==> config.mk <==
export PLATFORM = sky130hd
export DESIGN_NAME = tbl_access_port
export DESIGN_NICKNAME = d
export VERILOG_FILES = /design/src/rtl/tap_pkg.sv /design/src/rtl/tap_sel_decode.sv /design/src/rtl/tap_table.sv /design/src/rtl/tap_win_decode.sv /design/src/rtl/tbl_access_port.sv
export SDC_FILE = /design/constraint.sdc
export NUM_CORES = 2
export LEC_CHECK = 0
export BUFFER_PORTS_ARGS = -buffer_cell sky130_fd_sc_hd__clkbuf_2
export CAP_MARGIN = 40
export CORE_MARGIN = 2
export CORE_UTILIZATION = 58
export DETAILED_ROUTE_END_ITERATION = 10
export PLACE_DENSITY = 0.8
export REMOVE_ABC_BUFFERS = 1
export SLEW_MARGIN = 15
export SYNTH_ARGS = -nofsm -noshare
export SYNTH_HDL_FRONTEND = slang
export SYNTH_HIERARCHICAL = 1
export SYNTH_SLANG_ARGS = --single-unit
==> constraint.sdc <==
create_clock -name clk -period 10.3 [get_ports clk]
set_input_delay 2.06 -clock clk [delete_from_list [all_inputs] [get_ports clk]]
set_output_delay 2.06 -clock clk [all_outputs]
set_load 0.05 [all_outputs]
==> src/rtl/tap_pkg.sv <==
package tap_pkg;
  localparam int DW    = 64;
  localparam int IDX_W = 16;
  localparam int SEL_W = 4;

  localparam int AR_AUTO   = 63;
  localparam int AR_SEL_LO = 48;
  localparam logic [DW-1:0] AR_KEEP = 64'h800F_0000_0000_FFFF;

  localparam logic [SEL_W-1:0] SEL_IVT   = 4'h2;
  localparam logic [SEL_W-1:0] SEL_STUBA = 4'h3;
  localparam logic [SEL_W-1:0] SEL_WIN   = 4'h5;
  localparam logic [SEL_W-1:0] SEL_XLT   = 4'h7;
  localparam logic [SEL_W-1:0] SEL_STUBB = 4'h9;

  localparam logic [DW-1:0] IVT_KEEP  = 64'h0000_FFFF_0F00_0000;
  localparam logic [DW-1:0] ALL_KEEP  = '1;
  localparam logic [DW-1:0] WIN_TOP14 = 64'hFFFC_0000_0000_0000;

  typedef enum logic [2:0] {TK_NONE, TK_IVT, TK_WIN, TK_XLT, TK_STUB} tbl_kind_e;

  function automatic logic [IDX_W-1:0] idx_advance(input logic [IDX_W-1:0] idx,
                                                   input logic [IDX_W-1:0] msk);
    return (idx + IDX_W'(1)) & msk;
  endfunction

  function automatic logic [DW-1:0] win_base_of(input logic [DW-1:0] e);
    logic [DW-1:0] b;
    b = {16'h0, e[27:0], 20'h0};
    if (e[62]) b[24:0] = '0;
    return b;
  endfunction

  function automatic logic [DW-1:0] win_mask_of(input logic [DW-1:0] e);
    return {16'h0, e[55:28], 20'h0} | WIN_TOP14;
  endfunction

  function automatic logic [7:0] ivt_server_of(input logic [DW-1:0] e);
    return e[47:40] >> 2;
  endfunction

  function automatic logic [7:0] ivt_prio_of(input logic [DW-1:0] e);
    return e[39:32];
  endfunction

  function automatic logic [3:0] ivt_node_of(input logic [DW-1:0] e);
    return e[27:24];
  endfunction
endpackage

==> src/rtl/tap_sel_decode.sv <==
module tap_sel_decode
  import tap_pkg::*;
#(
  parameter int IVT_DEPTH   = 8,
  parameter int WIN_DEPTH   = 4,
  parameter int XLT_DEPTH   = 8,
  parameter int STUBA_DEPTH = 16,
  parameter int STUBB_DEPTH = 32
) (
  input  logic [SEL_W-1:0] sel,
  output tbl_kind_e        kind,
  output logic [IDX_W-1:0] idx_mask
);
  always_comb begin
    kind     = TK_NONE;
    idx_mask = '0;
    unique case (sel)
      SEL_IVT:   begin kind = TK_IVT;  idx_mask = IDX_W'(IVT_DEPTH - 1);   end
      SEL_WIN:   begin kind = TK_WIN;  idx_mask = IDX_W'(WIN_DEPTH - 1);   end
      SEL_XLT:   begin kind = TK_XLT;  idx_mask = IDX_W'(XLT_DEPTH - 1);   end
      SEL_STUBA: begin kind = TK_STUB; idx_mask = IDX_W'(STUBA_DEPTH - 1); end
      SEL_STUBB: begin kind = TK_STUB; idx_mask = IDX_W'(STUBB_DEPTH - 1); end
      default:   begin kind = TK_NONE; idx_mask = '0; end
    endcase
  end
endmodule

==> src/rtl/tap_table.sv <==
module tap_table
  import tap_pkg::*;
#(
  parameter int            DEPTH = 8,
  parameter logic [DW-1:0] KEEP  = '1
) (
  input  logic             clk,
  input  logic             rst_n,
  input  logic             we,
  input  logic [IDX_W-1:0] idx,
  input  logic [DW-1:0]    wdata,
  output logic [DW-1:0]    rd_o,
  output logic [DW-1:0]    ent_o [DEPTH]
);
  always_ff @(posedge clk or negedge rst_n) begin
    if (!rst_n) begin
      for (int i = 0; i < DEPTH; i++) ent_o[i] <= '0;
    end else if (we) begin
      for (int i = 0; i < DEPTH; i++)
        if (idx == IDX_W'(i)) ent_o[i] <= wdata & KEEP;
    end
  end

  always_comb begin
    rd_o = '0;
    for (int i = 0; i < DEPTH; i++)
      if (idx == IDX_W'(i)) rd_o = ent_o[i];
  end
endmodule

==> src/rtl/tap_win_decode.sv <==
module tap_win_decode
  import tap_pkg::*;
#(
  parameter int WIN_DEPTH = 4
) (
  input  logic [DW-1:0]           ent [WIN_DEPTH],
  output logic [WIN_DEPTH-1:0]    en,
  output logic [DW*WIN_DEPTH-1:0] base,
  output logic [DW*WIN_DEPTH-1:0] mask
);
  for (genvar g = 0; g < WIN_DEPTH; g++) begin : g_win
    assign en[g]              = ent[g][63];
    assign base[g*DW +: DW]   = ent[g][63] ? win_base_of(ent[g]) : '0;
    assign mask[g*DW +: DW]   = ent[g][63] ? win_mask_of(ent[g]) : '0;
  end
endmodule

==> src/rtl/tbl_access_port.sv <==
module tbl_access_port
  import tap_pkg::*;
#(
  parameter int IVT_DEPTH   = 8,
  parameter int WIN_DEPTH   = 4,
  parameter int XLT_DEPTH   = 8,
  parameter int STUBA_DEPTH = 16,
  parameter int STUBB_DEPTH = 32,
  localparam int IVT_IW     = $clog2(IVT_DEPTH),
  localparam int WIN_IW     = $clog2(WIN_DEPTH)
) (
  input  logic                    clk,
  input  logic                    rst_n,
  input  logic                    req_valid,
  input  logic                    req_write,
  input  logic                    req_full,
  input  logic [3:0]              req_off,
  input  logic [63:0]             req_wdata,
  output logic                    rsp_valid,
  output logic [63:0]             rsp_rdata,
  output logic                    err_access,
  output logic                    err_table,
  input  logic [IVT_IW-1:0]       ivt_rd_idx,
  output logic [7:0]              ivt_server,
  output logic [7:0]              ivt_prio,
  output logic [3:0]              ivt_node,
  output logic [WIN_DEPTH-1:0]    win_en,
  output logic [64*WIN_DEPTH-1:0] win_base,
  output logic [64*WIN_DEPTH-1:0] win_mask,
  output logic                    win_upd_valid,
  output logic [WIN_IW-1:0]       win_upd_idx
);
  logic [DW-1:0]    addr_q;
  tbl_kind_e        kind;
  logic [IDX_W-1:0] idx_mask;
  logic [IDX_W-1:0] cur_idx;

  // Request classification, named for the checker
  logic acc_ok, is_addr, is_data, bad_acc, data_go, bad_tbl;
  logic wr_ivt, wr_win, wr_xlt;

  logic [DW-1:0] ivt_rd, win_rd, xlt_rd, tbl_rd;
  logic [DW-1:0] ivt_ent [IVT_DEPTH];
  logic [DW-1:0] win_ent [WIN_DEPTH];
  logic [DW-1:0] xlt_ent [XLT_DEPTH];
  logic [DW-1:0] ivt_pick;

  tap_sel_decode #(
    .IVT_DEPTH(IVT_DEPTH), .WIN_DEPTH(WIN_DEPTH), .XLT_DEPTH(XLT_DEPTH),
    .STUBA_DEPTH(STUBA_DEPTH), .STUBB_DEPTH(STUBB_DEPTH)
  ) u_dec (
    .sel(addr_q[AR_SEL_LO +: SEL_W]),
    .kind(kind),
    .idx_mask(idx_mask)
  );

  assign cur_idx = addr_q[IDX_W-1:0] & idx_mask;

  assign acc_ok  = req_valid && req_full && (req_off[2:0] == 3'b000);
  assign is_addr = acc_ok && !req_off[3];
  assign is_data = acc_ok && req_off[3];
  assign bad_acc = req_valid && !acc_ok;
  assign data_go = is_data && (kind != TK_NONE);
  assign bad_tbl = is_data && (kind == TK_NONE);

  assign wr_ivt = data_go && req_write && (kind == TK_IVT);
  assign wr_win = data_go && req_write && (kind == TK_WIN);
  assign wr_xlt = data_go && req_write && (kind == TK_XLT);

  tap_table #(.DEPTH(IVT_DEPTH), .KEEP(IVT_KEEP)) u_ivt (
    .clk(clk), .rst_n(rst_n), .we(wr_ivt), .idx(cur_idx),
    .wdata(req_wdata), .rd_o(ivt_rd), .ent_o(ivt_ent)
  );

  tap_table #(.DEPTH(WIN_DEPTH), .KEEP(ALL_KEEP)) u_win (
    .clk(clk), .rst_n(rst_n), .we(wr_win), .idx(cur_idx),
    .wdata(req_wdata), .rd_o(win_rd), .ent_o(win_ent)
  );

  tap_table #(.DEPTH(XLT_DEPTH), .KEEP(ALL_KEEP)) u_xlt (
    .clk(clk), .rst_n(rst_n), .we(wr_xlt), .idx(cur_idx),
    .wdata(req_wdata), .rd_o(xlt_rd), .ent_o(xlt_ent)
  );

  tap_win_decode #(.WIN_DEPTH(WIN_DEPTH)) u_wdec (
    .ent(win_ent), .en(win_en), .base(win_base), .mask(win_mask)
  );

  always_comb begin
    unique case (kind)
      TK_IVT:  tbl_rd = ivt_rd;
      TK_WIN:  tbl_rd = win_rd;
      TK_XLT:  tbl_rd = xlt_rd;
      default: tbl_rd = '0;
    endcase
  end

  // Address register: software load, or index advance after a data access
  always_ff @(posedge clk or negedge rst_n) begin
    if (!rst_n) begin
      addr_q <= '0;
    end else if (is_addr && req_write) begin
      addr_q <= req_wdata & AR_KEEP;
    end else if (data_go && addr_q[AR_AUTO]) begin
      addr_q[IDX_W-1:0] <= idx_advance(addr_q[IDX_W-1:0], idx_mask);
    end
  end

  // Registered response
  always_ff @(posedge clk or negedge rst_n) begin
    if (!rst_n) begin
      rsp_valid <= 1'b0;
      rsp_rdata <= '0;
    end else begin
      rsp_valid <= req_valid;
      if (is_addr && !req_write)      rsp_rdata <= addr_q;
      else if (data_go && !req_write) rsp_rdata <= tbl_rd;
      else                            rsp_rdata <= '0;
    end
  end

  // Sticky error flags
  always_ff @(posedge clk or negedge rst_n) begin
    if (!rst_n) begin
      err_access <= 1'b0;
      err_table  <= 1'b0;
    end else begin
      if (bad_acc) err_access <= 1'b1;
      if (bad_tbl) err_table  <= 1'b1;
    end
  end

  // Window re-evaluate strobe
  always_ff @(posedge clk or negedge rst_n) begin
    if (!rst_n) begin
      win_upd_valid <= 1'b0;
      win_upd_idx   <= '0;
    end else begin
      win_upd_valid <= wr_win;
      if (wr_win) win_upd_idx <= cur_idx[WIN_IW-1:0];
    end
  end

  // Vector lookup port
  always_comb begin
    ivt_pick = '0;
    for (int i = 0; i < IVT_DEPTH; i++)
      if (ivt_rd_idx == IVT_IW'(i)) ivt_pick = ivt_ent[i];
  end

  assign ivt_server = ivt_server_of(ivt_pick);
  assign ivt_prio   = ivt_prio_of(ivt_pick);
  assign ivt_node   = ivt_node_of(ivt_pick);
endmodule

Yosys cells after proc, flatten, opt, wreduce, memory -nomap -nowiden
Cells that the tools add are included.
{"block": "totals", "latchBits": 0, "mem_bits_rw": 0, "memories": 0, "wordCells": 146, "register_bits": 1019, "output_inout_bits": 606, "rom_bits": 0, "inputBits": 76}
{"block": "classes", "eq_ne": 22, "add_sub_neg": 1, "shifts": 0, "n_mux": 47, "n_mul": 0, "bitwise_logic": 2, "order_cmp": 0, "div": 0, "reduce_logical": 46}
{"operator": "two-way mux 64 bit", "count": 18}
{"operator": "two-way mux 48 bit", "count": 20}
{"operator": "one-hot mux 64 bit (3 select lines)", "count": 1}
{"operator": "two-way mux 25 bit", "count": 4}
{"operator": "== test 16 x 3 -> 1 bit (second input constant)", "count": 4}
{"operator": "AND reduction 2 bit", "count": 20}
{"operator": "AND 16 bit", "count": 2}
{"operator": "== test 16 x 2 -> 1 bit (second input constant)", "count": 2}
{"operator": "two-way mux 16 bit", "count": 2}
{"operator": "one-hot mux 5 bit (4 select lines)", "count": 1}
{"operator": "adder 16 x 1 -> 16 bit (second input constant)", "count": 1}
{"operator": "== test 16 x 1 -> 1 bit (second input constant)", "count": 1}
{"operator": "logical NOT 16 bit", "count": 1}
{"operator": "logical AND 1 bit", "count": 15}
{"operator": "== test 3 x 2 -> 1 bit (second input constant)", "count": 4}
{"operator": "== test 3 bit (second input constant)", "count": 4}
{"operator": "one-hot mux 3 bit (4 select lines)", "count": 1}
{"operator": "logical NOT 3 bit", "count": 3}
{"operator": "== test 4 x 2 -> 1 bit (second input constant)", "count": 2}
{"operator": "== test 4 x 3 -> 1 bit (second input constant)", "count": 2}
{"operator": "== test 3 x 1 -> 1 bit (second input constant)", "count": 2}
{"operator": "== test 4 bit (second input constant)", "count": 1}
{"operator": "OR reduction 2 bit", "count": 2}
{"operator": "logical NOT 1 bit", "count": 3}
{"operator": "2 further kinds", "count": 2}

Longest topological paths before layout
{"block": "depth", "word_depth": 16, "depth_mapped": 15, "ltp_nobuf": 11}

Hierarchy
The synthesis kept the hierarchy.
{"module": "tap_table at u_xlt", "n_inst": 1, "seq_area_each_um2": 12812.3, "area_each_um2": 22074.9, "cells_per_inst": 1574}
{"module": "tap_table at u_win", "n_inst": 1, "seq_area_each_um2": 6406.1, "area_each_um2": 12135.4, "cells_per_inst": 699}
{"module": "tap_table at u_ivt", "n_inst": 1, "seq_area_each_um2": 4003.8, "area_each_um2": 10413.7, "cells_per_inst": 990}
{"module": "tbl_access_port", "n_inst": 1, "seq_area_each_um2": 2277.2, "area_each_um2": 6449.9, "cells_per_inst": 683}
{"module": "tap_win_decode", "n_inst": 1, "seq_area_each_um2": 0.0, "area_each_um2": 3892.5, "cells_per_inst": 541}
{"module": "tap_sel_decode", "n_inst": 1, "seq_area_each_um2": 0.0, "area_each_um2": 193.9, "cells_per_inst": 27}

Least setup slack after synthesis
OpenSTA, ideal clock, no wires.
{"block": "synth_timing", "path_type": "input to output", "start": "input ivt_rd_idx[0]", "end": "output ivt_node[3]", "t_required_ns": 8.240, "arrival_ns": 3.678, "n_path_buf": 3, "slack_ns": 4.562, "cell_stages": 5, "cell_sequence": "buf_2 > buf_2 > clkbuf_1 > mux2i_1 > o221ai_1"}
{"block": "synth_via", "elab_chain_cells": 9, "elab_cells_between_ends": 16, "classes_between": "7 x eq/ne; 8 x mux; 1 x reduce/logical"}
{"item": "from (decl)", "line_no": "tbl_access_port.sv:23", "text": "input logic [IVT_IW-1:0] ivt_rd_idx,"}
{"item": "logical NOT 3 bit", "line_no": "tbl_access_port.sv:148", "text": "if (ivt_rd_idx == IVT_IW'(i)) ivt_pick = ivt_ent[i];"}
{"item": "two-way mux 48 bit (7 in series)", "line_no": "tbl_access_port.sv:148"}
{"item": "two-way mux 48 bit *", "line_no": "tbl_access_port.sv:148"}
{"item": "to (decl)", "line_no": "tbl_access_port.sv:26", "text": "output logic [3:0] ivt_node,"}
Mark *: on every way between the ends. The rest lies on a longest branch, timed or not.

Worst setup path after layout
{"block": "layout_timing", "start": "input ivt_rd_idx[2]", "end": "output ivt_prio[2]"}
{"block": "layout_via", "elab_chain_cells": 9, "elab_cells_between_ends": 16, "classes_between": "7 x eq/ne; 8 x mux; 1 x reduce/logical"}
{"item": "logical NOT 3 bit", "line_no": "tbl_access_port.sv:148"}
{"item": "two-way mux 48 bit (7 in series)", "line_no": "tbl_access_port.sv:148"}
{"item": "two-way mux 48 bit *", "line_no": "tbl_access_port.sv:148"}
{"item": "to (decl)", "line_no": "tbl_access_port.sv:25", "text": "output logic [7:0] ivt_prio,"}
Marks and branches as above.

==> run metrics <==
port buffer count about 450; vias in the first global route roughly 37k; hold_buf cts 0; worst hold path type reg2reg; Worst Skew around 0.027 ns; Crit. Startpoint ivt_rd_idx[2]; critical path required time 8.24 ns; largest net degree at the start of global routing ~190; Max Freq around 160 MHz; commonest non-fill, non-tap cells in the layout dfrtp_1, mux2_2, clkbuf_2; Die ar. around 93000 um2; DIE WIDTH approximately 300 um; TritonRoute pass-1 iters 7; Starting Density roughly three fifths; clock-pin slew on the worst setup and hold paths 0.06 ns; Critical Path Sink Type output pin; Post-Route WL around 150000 um; synthesized area ~53000 um2; antenna violations before repair 1; RSZ-0062 raised after global routing no; total power a little under 0.009 W; YS warnings 6; share of post-route cells with drive strength above 1 a little over 40%; R2R Path Start addr_q[49]; GRT Overall Usage between 30% and 40%; max incr delay on CP 0.74 ns; Post-CTS Setup Repair Bufs 0; most common cell after layout, fill and taps aside dfrtp_1; final count of negative-setup-slack endpoints 0; die height 305 um; Placer Congestion 0.905; Post-Syn Instances approximately 4.2k; critical path type in2out; Num CTS Buffers 106; average wire per standard cell 26.7 um; routed vias around 37k; Max Cap Viol 0; hold_ws between 0.4 and 0.5 ns; GRT Residual Overflow 0; site row count 110; Peak VDD IR between 0.1 and 0.15 mV; Cell Area, Placed between 50000 and 60000 um2; CTS tree yes; Tightest Pin Transition around 1.1 ns; Area Overhead vs Synth 10.6%; root buffer cell clkbuf_16; Slew HR between 20% and 30%; Slowest cell on crit path and2_1; DRC 0; min cycle time layout roughly 6.4 ns; worst skew pair latency a little under 0.7 ns; total leakage power slightly below 30 nW; Syn Area/Cell between 10 and 15 um2; Detailed Place HPWL 93100 um; CTS Sinks 1019; core area between 80000 and 90000 um2; arrival time at the worst endpoint 4.36 ns; H-tree levels 3; Critical Path, Cell by Cell clkbuf_2, buf_4, and2_1, and2_1, nand2_1, o211ai_1, clkbuf_2; Boundary Pins around 700; post-route cell area ~58000 um2; DR iter-0 viols 4449; first-pass GRT wire length roughly 230000 um; fin nets ~4.5k; critical path startpoint category input port; worst path bufs/invs 3; ANT nets after route 0; DR vias/cell approximately 6.4; status completed; Final Hold Viols 0; post_cts resized 0; maximum fanout along the worst path 59; Tcrit/Tclk final 62.3%; Slew Viols, Final 0; power per cell area ~150 nW/um2; critical path's top delay family simple AND/OR/NAND/NOR gates; Hold Path Origin err_access; Clock Path Buffers 3
-- power breakdown --
part,switching (W),total (W),internal [W],leakage (nW)
combinational,0.000582,0.000699,0.000116,13.4
clock,0.00164,0.00406,0.00243,1.83
sequential,0.0000300,0.00405,0.00402,14.2
total,0.00225,0.00880,0.00656,29.5
-- layout make-up --
class | instances | area, um2
antenna | 2 | 5.00
clock buffer | 153 | 3150
clock inverter | 41 | 563
fill | 6673 | 31800
inverter | 20 | 75.1
multi-input combinational | 2764 | 23800
sequential | 1019 | 25500
tap | 1176 | 1470
timing repair buffer | 542 | 3440
-- final timing paths --
path,endpoint,slack [ns],cells past startpoint
setup / recovery,ivt_prio[2],3.88,7
max in group asynchronous,u_xlt/ent_o[23],6.91,4
min in group asynchronous,u_win/ent_o[252],1.42,1
setup reg to reg,u_xlt/ent_o[409],4.89,10
hold reg to reg,err_access,0.48,1
hold / removal,err_access,0.48,1
-- metal layers --
layer	global-route usage, %	up-vias	part of all wire (%)
met2	50.4	2016	46
met3	6.27	427	8.5
met5	0	-	0
li1	-	15232	-
met1	44.4	19047	41
met4	12.8	0	4.0
-- state kept, by name (all words and copies together) (netlist names), 2 cells and up --
signal and count:
win_upd_idx 2, u_ivt/ent_o 160, rsp_rdata 64, addr_q 21, u_win/ent_o 256, u_xlt/ent_o 512
-- metrics by stage --
step / setup WS [ns] / std cells / TNS [ns] / util, %
2_1_floorplan: -2.61 / 3803 / -167.62 / -
3_3_place_gp: 3.72 / 5491 / 0 / 59.7
3_5_place_dp: 3.93 / 5519 / 0 / 60.4
4_1_cts: 3.93 / 5713 / 0 / 64.6
5_1_grt: 3.79 / 5715 / 0 / 64.6
6_report: 3.88 / 5717 / 0 / 64.6
No activity file was read; power rests on OpenSTA's default activity.
